$ cat config.mk
export PLATFORM = sky130hd
export DESIGN_NAME = tmr_cmp_channel
export DESIGN_NICKNAME = d
export VERILOG_FILES = /design/src/rtl/tcc_pkg.sv /design/src/rtl/tcc_regs.sv /design/src/rtl/tcc_match.sv /design/src/rtl/tcc_outfsm.sv /design/src/rtl/tmr_cmp_channel.sv
export SDC_FILE = /design/constraint.sdc
export NUM_CORES = 1
export LEC_CHECK = 0
export BUFFER_PORTS_ARGS = -buffer_cell sky130_fd_sc_hd__buf_2
export CORE_ASPECT_RATIO = 1.1
export CORE_MARGIN = 4
export CORE_UTILIZATION = 45
export CTS_CLUSTER_SIZE = 25
export DETAILED_ROUTE_END_ITERATION = 8
export HOLD_SLACK_MARGIN = 0.05
export PLACE_DENSITY = 0.75
export SLEW_MARGIN = 15
export SYNTH_ARGS = -nofsm -noshare
export SYNTH_HDL_FRONTEND = slang
export SYNTH_SLANG_ARGS = --single-unit
$ cat constraint.sdc
create_clock -name clk -period 1.8 [get_ports clk]
set_input_delay 0.27 -clock clk [delete_from_list [all_inputs] [get_ports clk]]
set_output_delay 0.27 -clock clk [all_outputs]
set_load 0.02 [all_outputs]
$ cat src/rtl/tcc_pkg.sv
package tcc_pkg;

    localparam logic [2:0] MODE_ONESHOT = 3'b000;
    localparam logic [2:0] MODE_CONT    = 3'b001;
    localparam logic [2:0] MODE_PWM     = 3'b010;

    localparam int CTRL_EN_BIT  = 7;
    localparam int CTRL_POL_BIT = 6;
    localparam int CTRL_IE_BIT  = 5;
    localparam int CTRL_UE_BIT  = 4;

    typedef enum logic [1:0] {
        ST_OFF   = 2'd0,
        ST_RUN   = 2'd1,
        ST_PULSE = 2'd2
    } chan_state_t;

endpackage

$ cat src/rtl/tcc_regs.sv
module tcc_regs #(
    parameter int CNT_W  = 16,
    parameter int NBYTES = CNT_W / 8,
    parameter int ADDR_W = 2
) (
    input  logic              clk,
    input  logic              rst_n,
    input  logic              wr_en,
    input  logic [ADDR_W-1:0] wr_addr,
    input  logic [7:0]        wr_data,
    input  logic              period_evt,
    output logic              en_q,
    output logic              pol_q,
    output logic              ie_q,
    output logic [2:0]        mode_q,
    output logic [CNT_W-1:0]  cmp_active
);
    import tcc_pkg::*;

    logic             ue_q;
    logic [CNT_W-1:0] cmp_shadow;
    logic             ctrl_hit;

    assign ctrl_hit = wr_en && (wr_addr == '0);

    always_ff @(posedge clk or negedge rst_n) begin
        if (!rst_n) begin
            en_q   <= 1'b0;
            pol_q  <= 1'b0;
            ie_q   <= 1'b0;
            ue_q   <= 1'b0;
            mode_q <= 3'b000;
        end else if (ctrl_hit) begin
            en_q   <= wr_data[CTRL_EN_BIT];
            pol_q  <= wr_data[CTRL_POL_BIT];
            ie_q   <= wr_data[CTRL_IE_BIT];
            ue_q   <= wr_data[CTRL_UE_BIT];
            mode_q <= wr_data[2:0];
        end
    end

    for (genvar b = 0; b < NBYTES; b++) begin : g_cmp_byte
        logic byte_hit;
        assign byte_hit = wr_en && (wr_addr == ADDR_W'(b + 1));

        always_ff @(posedge clk or negedge rst_n) begin
            if (!rst_n) begin
                cmp_shadow[b*8 +: 8] <= 8'h00;
                cmp_active[b*8 +: 8] <= 8'h00;
            end else begin
                if (byte_hit)
                    cmp_shadow[b*8 +: 8] <= wr_data;
                if (byte_hit && !ue_q)
                    cmp_active[b*8 +: 8] <= wr_data;
                else if (period_evt)
                    cmp_active[b*8 +: 8] <= cmp_shadow[b*8 +: 8];
            end
        end
    end

endmodule

$ cat src/rtl/tcc_match.sv
module tcc_match #(
    parameter int CNT_W = 16
) (
    input  logic [CNT_W-1:0] cnt_val,
    input  logic [CNT_W-1:0] reload_val,
    input  logic [CNT_W-1:0] cmp_active,
    input  logic             cnt_down,
    input  logic             updown_mode,
    output logic             match,
    output logic             period_evt,
    output logic             pwm_set,
    output logic             pwm_clr
);
    logic at_reload;
    logic at_bottom;

    assign match     = (cnt_val == cmp_active);
    assign at_reload = (cnt_val == reload_val);
    assign at_bottom = (cnt_val == '0) && cnt_down;

    always_comb begin
        if (updown_mode) begin
            period_evt = at_bottom;
            pwm_set    = match && !cnt_down;
            pwm_clr    = match && cnt_down;
        end else begin
            period_evt = at_reload;
            pwm_set    = match;
            pwm_clr    = at_reload && !match;
        end
    end

endmodule

$ cat src/rtl/tcc_outfsm.sv
module tcc_outfsm (
    input  logic                 clk,
    input  logic                 rst_n,
    input  logic                 ctrl_wr,
    input  logic                 new_en,
    input  logic                 new_pol,
    input  logic                 en_q,
    input  logic                 pol_q,
    input  logic                 ie_q,
    input  logic [2:0]           mode_q,
    input  logic                 match,
    input  logic                 pwm_set,
    input  logic                 pwm_clr,
    output tcc_pkg::chan_state_t state_q,
    output logic                 ch_out,
    output logic                 ch_irq
);
    import tcc_pkg::*;

    chan_state_t state_d;
    logic        en_next;
    logic        out_q;
    logic        irq_q;

    assign en_next = ctrl_wr ? new_en : en_q;

    always_comb begin
        state_d = state_q;
        unique case (state_q)
            ST_OFF:   if (ctrl_wr && new_en) state_d = ST_RUN;
            ST_RUN: begin
                if (!en_next)
                    state_d = ST_OFF;
                else if (mode_q == MODE_ONESHOT && match)
                    state_d = ST_PULSE;
            end
            ST_PULSE: state_d = en_next ? ST_RUN : ST_OFF;
            default:  state_d = ST_OFF;
        endcase
    end

    always_ff @(posedge clk or negedge rst_n) begin
        if (!rst_n) state_q <= ST_OFF;
        else        state_q <= state_d;
    end

    always_ff @(posedge clk or negedge rst_n) begin
        if (!rst_n) begin
            out_q <= 1'b0;
            irq_q <= 1'b0;
        end else begin
            irq_q <= (state_q != ST_OFF) && ie_q && match;
            unique case (state_q)
                ST_OFF:   out_q <= (ctrl_wr && new_en) ? new_pol : pol_q;
                ST_RUN: begin
                    unique case (mode_q)
                        MODE_ONESHOT, MODE_CONT: if (match) out_q <= !out_q;
                        MODE_PWM: begin
                            if (pwm_set)      out_q <= !pol_q;
                            else if (pwm_clr) out_q <= pol_q;
                        end
                        default: out_q <= out_q;
                    endcase
                end
                ST_PULSE: out_q <= !out_q;
                default:  out_q <= pol_q;
            endcase
        end
    end

    assign ch_out = (state_q == ST_OFF) ? pol_q : out_q;
    assign ch_irq = irq_q;

endmodule

$ cat src/rtl/tmr_cmp_channel.sv
module tmr_cmp_channel #(
    parameter int CNT_W  = 16,
    parameter int NBYTES = CNT_W / 8,
    parameter int ADDR_W = $clog2(NBYTES + 1)
) (
    input  logic              clk,
    input  logic              rst_n,
    input  logic [CNT_W-1:0]  cnt_val,
    input  logic [CNT_W-1:0]  reload_val,
    input  logic              cnt_down,
    input  logic              updown_mode,
    input  logic              wr_en,
    input  logic [ADDR_W-1:0] wr_addr,
    input  logic [7:0]        wr_data,
    output logic              ch_out,
    output logic              ch_irq
);
    import tcc_pkg::*;

    logic             en_q;
    logic             pol_q;
    logic             ie_q;
    logic [2:0]       mode_q;
    logic [CNT_W-1:0] cmp_active;
    logic             match;
    logic             period_evt;
    logic             pwm_set;
    logic             pwm_clr;
    logic             ctrl_wr;
    chan_state_t      state_q;

    assign ctrl_wr = wr_en && (wr_addr == '0);

    tcc_regs #(.CNT_W(CNT_W), .NBYTES(NBYTES), .ADDR_W(ADDR_W)) i_regs (
        .clk        (clk),
        .rst_n      (rst_n),
        .wr_en      (wr_en),
        .wr_addr    (wr_addr),
        .wr_data    (wr_data),
        .period_evt (period_evt),
        .en_q       (en_q),
        .pol_q      (pol_q),
        .ie_q       (ie_q),
        .mode_q     (mode_q),
        .cmp_active (cmp_active)
    );

    tcc_match #(.CNT_W(CNT_W)) i_match (
        .cnt_val     (cnt_val),
        .reload_val  (reload_val),
        .cmp_active  (cmp_active),
        .cnt_down    (cnt_down),
        .updown_mode (updown_mode),
        .match       (match),
        .period_evt  (period_evt),
        .pwm_set     (pwm_set),
        .pwm_clr     (pwm_clr)
    );

    tcc_outfsm i_fsm (
        .clk     (clk),
        .rst_n   (rst_n),
        .ctrl_wr (ctrl_wr),
        .new_en  (wr_data[CTRL_EN_BIT]),
        .new_pol (wr_data[CTRL_POL_BIT]),
        .en_q    (en_q),
        .pol_q   (pol_q),
        .ie_q    (ie_q),
        .mode_q  (mode_q),
        .match   (match),
        .pwm_set (pwm_set),
        .pwm_clr (pwm_clr),
        .state_q (state_q),
        .ch_out  (ch_out),
        .ch_irq  (ch_irq)
    );

endmodule

==> out/qor.yml <==
status: "complete, but fails checks"
violations: "negative setup slack"
timing.final.crit_share: 1.06
cts.sinks: 43
synth-async-reset-ratio: 1.00
vias: 1927
overflow: 0
max_slew_margin: 0.772
ys_seq_elements: 43
drive_above_1_share: 0.405
grtUsageTotal: 0.182
synth_commonest_cells: "dfrtp_1, mux2_2, nand2_1"
coreArea_mm2: 0.00503
syn_inst: 217
hold_viol: 0
synth_top_cell_area_share: 0.456
grt_pass1_wl_um: 9400
hold_end: "i_regs.cmp_active[11]"
port_buffers: 48
fin_area_mm2: 0.00310
reg2reg_to: "i_fsm.out_q"
multi_input_area_mm2: 0.00128
peakVddDrop_uv: 500
fill_cells: 406
diodes: 0
hold_path_class: "in2reg"
yosysSeqAreaShare: 0.456
slowest_delay_ns: 0.40
cp-end-kind: "flop"
pin_count: 49
synth_fp_nets: 264
gp_congestion: 0.893
min_period_ns: 1.91
rows: 27
max_freq_ghz: 0.524
dpl_cell_area_mm2: 0.00291
cts.clk_slew.worst_paths_ns: 0.08
insertion_delay_ns: 0.29
antenna_found_initial: 0
cts-htree-levels: 2
cp.arrival_ns: 2.09
vias_per_cell: 5.29
min_from: "wr_data[3]"
cts_tree: "done"
yosys.cell_types.count: 34
r2r_start: "i_regs.cmp_active[7]"
setup_viol: 1
place_inst: 351
rsz0062_at_grt: "true"
tightestPinTransition_ns: 0.340
leakage_nw: 1.46
p_per_area_mw_per_mm2: 881
syn_to_final_growth_pct: 31.3
reg2reg_slack_ns: -0.11
ctsLongestPathBuffers: 2
yosysWarnings: 0
hpwl_um: 4200
avgSynthCellArea_um2: 10.9
cts_root_buffer: "clkbuf_8"
ff_latch_area_mm2: 0.00108
drt_iter0_drc: 115
drtPass1Iterations: 4
synth_largest_area_cell: "dfrtp_1"
grt_max_degree: 24
fin_cells: 364
drt_wl_total_um: 5520
numCtsBuffers: 5
synth.most_common_cell: "dfrtp_1"
nNetsFinal: 353
start_kind: "flop"
grt_pass1_vias: 1937
hold_depth: 3
crit_type: "reg2reg"
start_util: 0.469
die_h_um: 83.9
synth-edff-count: 0
crit_fanout: 2
ff2ff_path_depth: 7
cpMaxStageDelayCell: "dfrtp_1"
required_ns: 1.98
ys_top_cells_by_area: "dfrtp_1, mux2_2, mux2i_1"
drv_cap: 0
crit_chain: "xor2_1 -> nor4_1 -> nand4_1 -> buf_4 -> o21ai_0 -> a31oi_1 -> mux2_4"
synth_flop_cell: "dfrtp_1"
syn_area_mm2: 0.00236
fp.dieW_um: 77.0
ant_nets: 0
worst_slack_ns: -0.110
drc: 0
die_area_mm2: 0.00646
skew_ns: 0.00953
wire_per_inst_um: 15.2
drv_slew: 0
## registers in the layout, indices dropped and copies added, names as in the netlist
signal and count:
i_regs.cmp_shadow 16, i_regs.cmp_active 16, i_regs.ue_q 1, i_fsm.out_q 1, i_regs.mode_q 3, i_regs.ie_q 1
i_regs.en_q 1, i_regs.pol_q 1, i_fsm.ch_irq 1, i_fsm.state_q 2
## area by class of cell
| type | instances | share of cell area |
|---|---|---|
| clock buffer | 6 | 0.0234 |
| clock inverter | 1 | 0.00970 |
| inverter | 3 | 0.00364 |
| multi-input combinational | 167 | 0.414 |
| sequential | 43 | 0.347 |
| tap | 58 | 0.0234 |
| timing repair buffer | 86 | 0.179 |
## kinds of logic after synthesis
family                 count (synthesis)  synth area share
AND/OR/NAND/NOR                       61             0.140
flip-flops                            43             0.456
multiplexers                          41             0.187
AO/OA/AOI/OAI                         33            0.0844
XOR/XNOR                              32             0.119
buffers and inverters                  7            0.0143
## metal layers
metal	vias up	GRT usage	wire [um]
met5	-	0	0
met2	65	0.300	2630
met4	0	0.0663	96
met1	902	0.234	2470
li1	953	-	-
met3	7	0.0389	331
## cell usage in the layout, fill, tap and decap left out, drive strengths merged
cell	count
nand3b	2
dfrtp	43
o2bb2ai	1
nor2	9
nand3	3
mux2i	17
a21o	1
buf	85
and2	1
clkbuf	6
nor3b	3
mux2	24
nand4	5
bufinv	1
nand2	23
o21ai	23
xnor2	15
o311ai	1
nor4	9
nand2b	2
a31oi	2
or4	1
a211oi	1
a21oi	2
inv	3
nor3	3
xor2	17
o31a	2
dlygate4sd3	1
## what timing repair did
item / in CTS / in global routing
resized for setup: 0 / 7
hold buffers: 1 / 0
setup buffers: 2 / 3
hold endpoints to repair: 8 / 0
pin swaps: 5 / 5
setup endpoints to repair: 2 / 3
## power breakdown
group	switching [W]	total (W)	internal, W
clock network	0.000298	0.000704	0.000406
registers	0.000154	0.00132	0.00116
logic	0.000293	0.000709	0.000417
total	0.000744	0.00273	0.00199
## stage by stage
step,setup WS [ns],utilization,setup TNS (ns),total power (W),hold slack [ns]
CTS,-0.0417,0.604,-0.0643,0.00273,0.219
global placement,-0.0620,0.579,-0.938,0.00197,0.146
floorplan,0.0750,-,0,0.00166,-0.0256
detailed placement,-0.0889,0.579,-0.948,0.00200,0.147
finish,-0.110,0.615,-0.110,0.00273,0.230
global route,-0.195,0.615,-0.324,0.00290,0.241
## critical path, delay by kind of cell, from the launching register on
family,cells,cell delay (ns)
XOR/XNOR,1,0.17
AO/OA/AOI/OAI,2,0.28
multiplexers,1,0.32
flip-flops,1,0.40
AND/OR/NAND/NOR,2,0.46
buffers and inverters,1,0.17
## how the worst max path moves through the flow
stage                                    start                    end  cells past startpoint
final                     i_regs.cmp_active[7]            i_fsm.out_q                      7
after global routing      i_regs.cmp_active[5]            i_fsm.out_q                      7
after CTS                 i_regs.cmp_active[4]            i_fsm.out_q                      7
after detailed placement            cnt_val[9]  i_regs.cmp_active[10]                      9
after global placement              cnt_val[0]   i_regs.cmp_active[0]                     10
after floorplan               i_regs.mode_q[0]            i_fsm.out_q                      6
(Power assumes the default switching activity.)
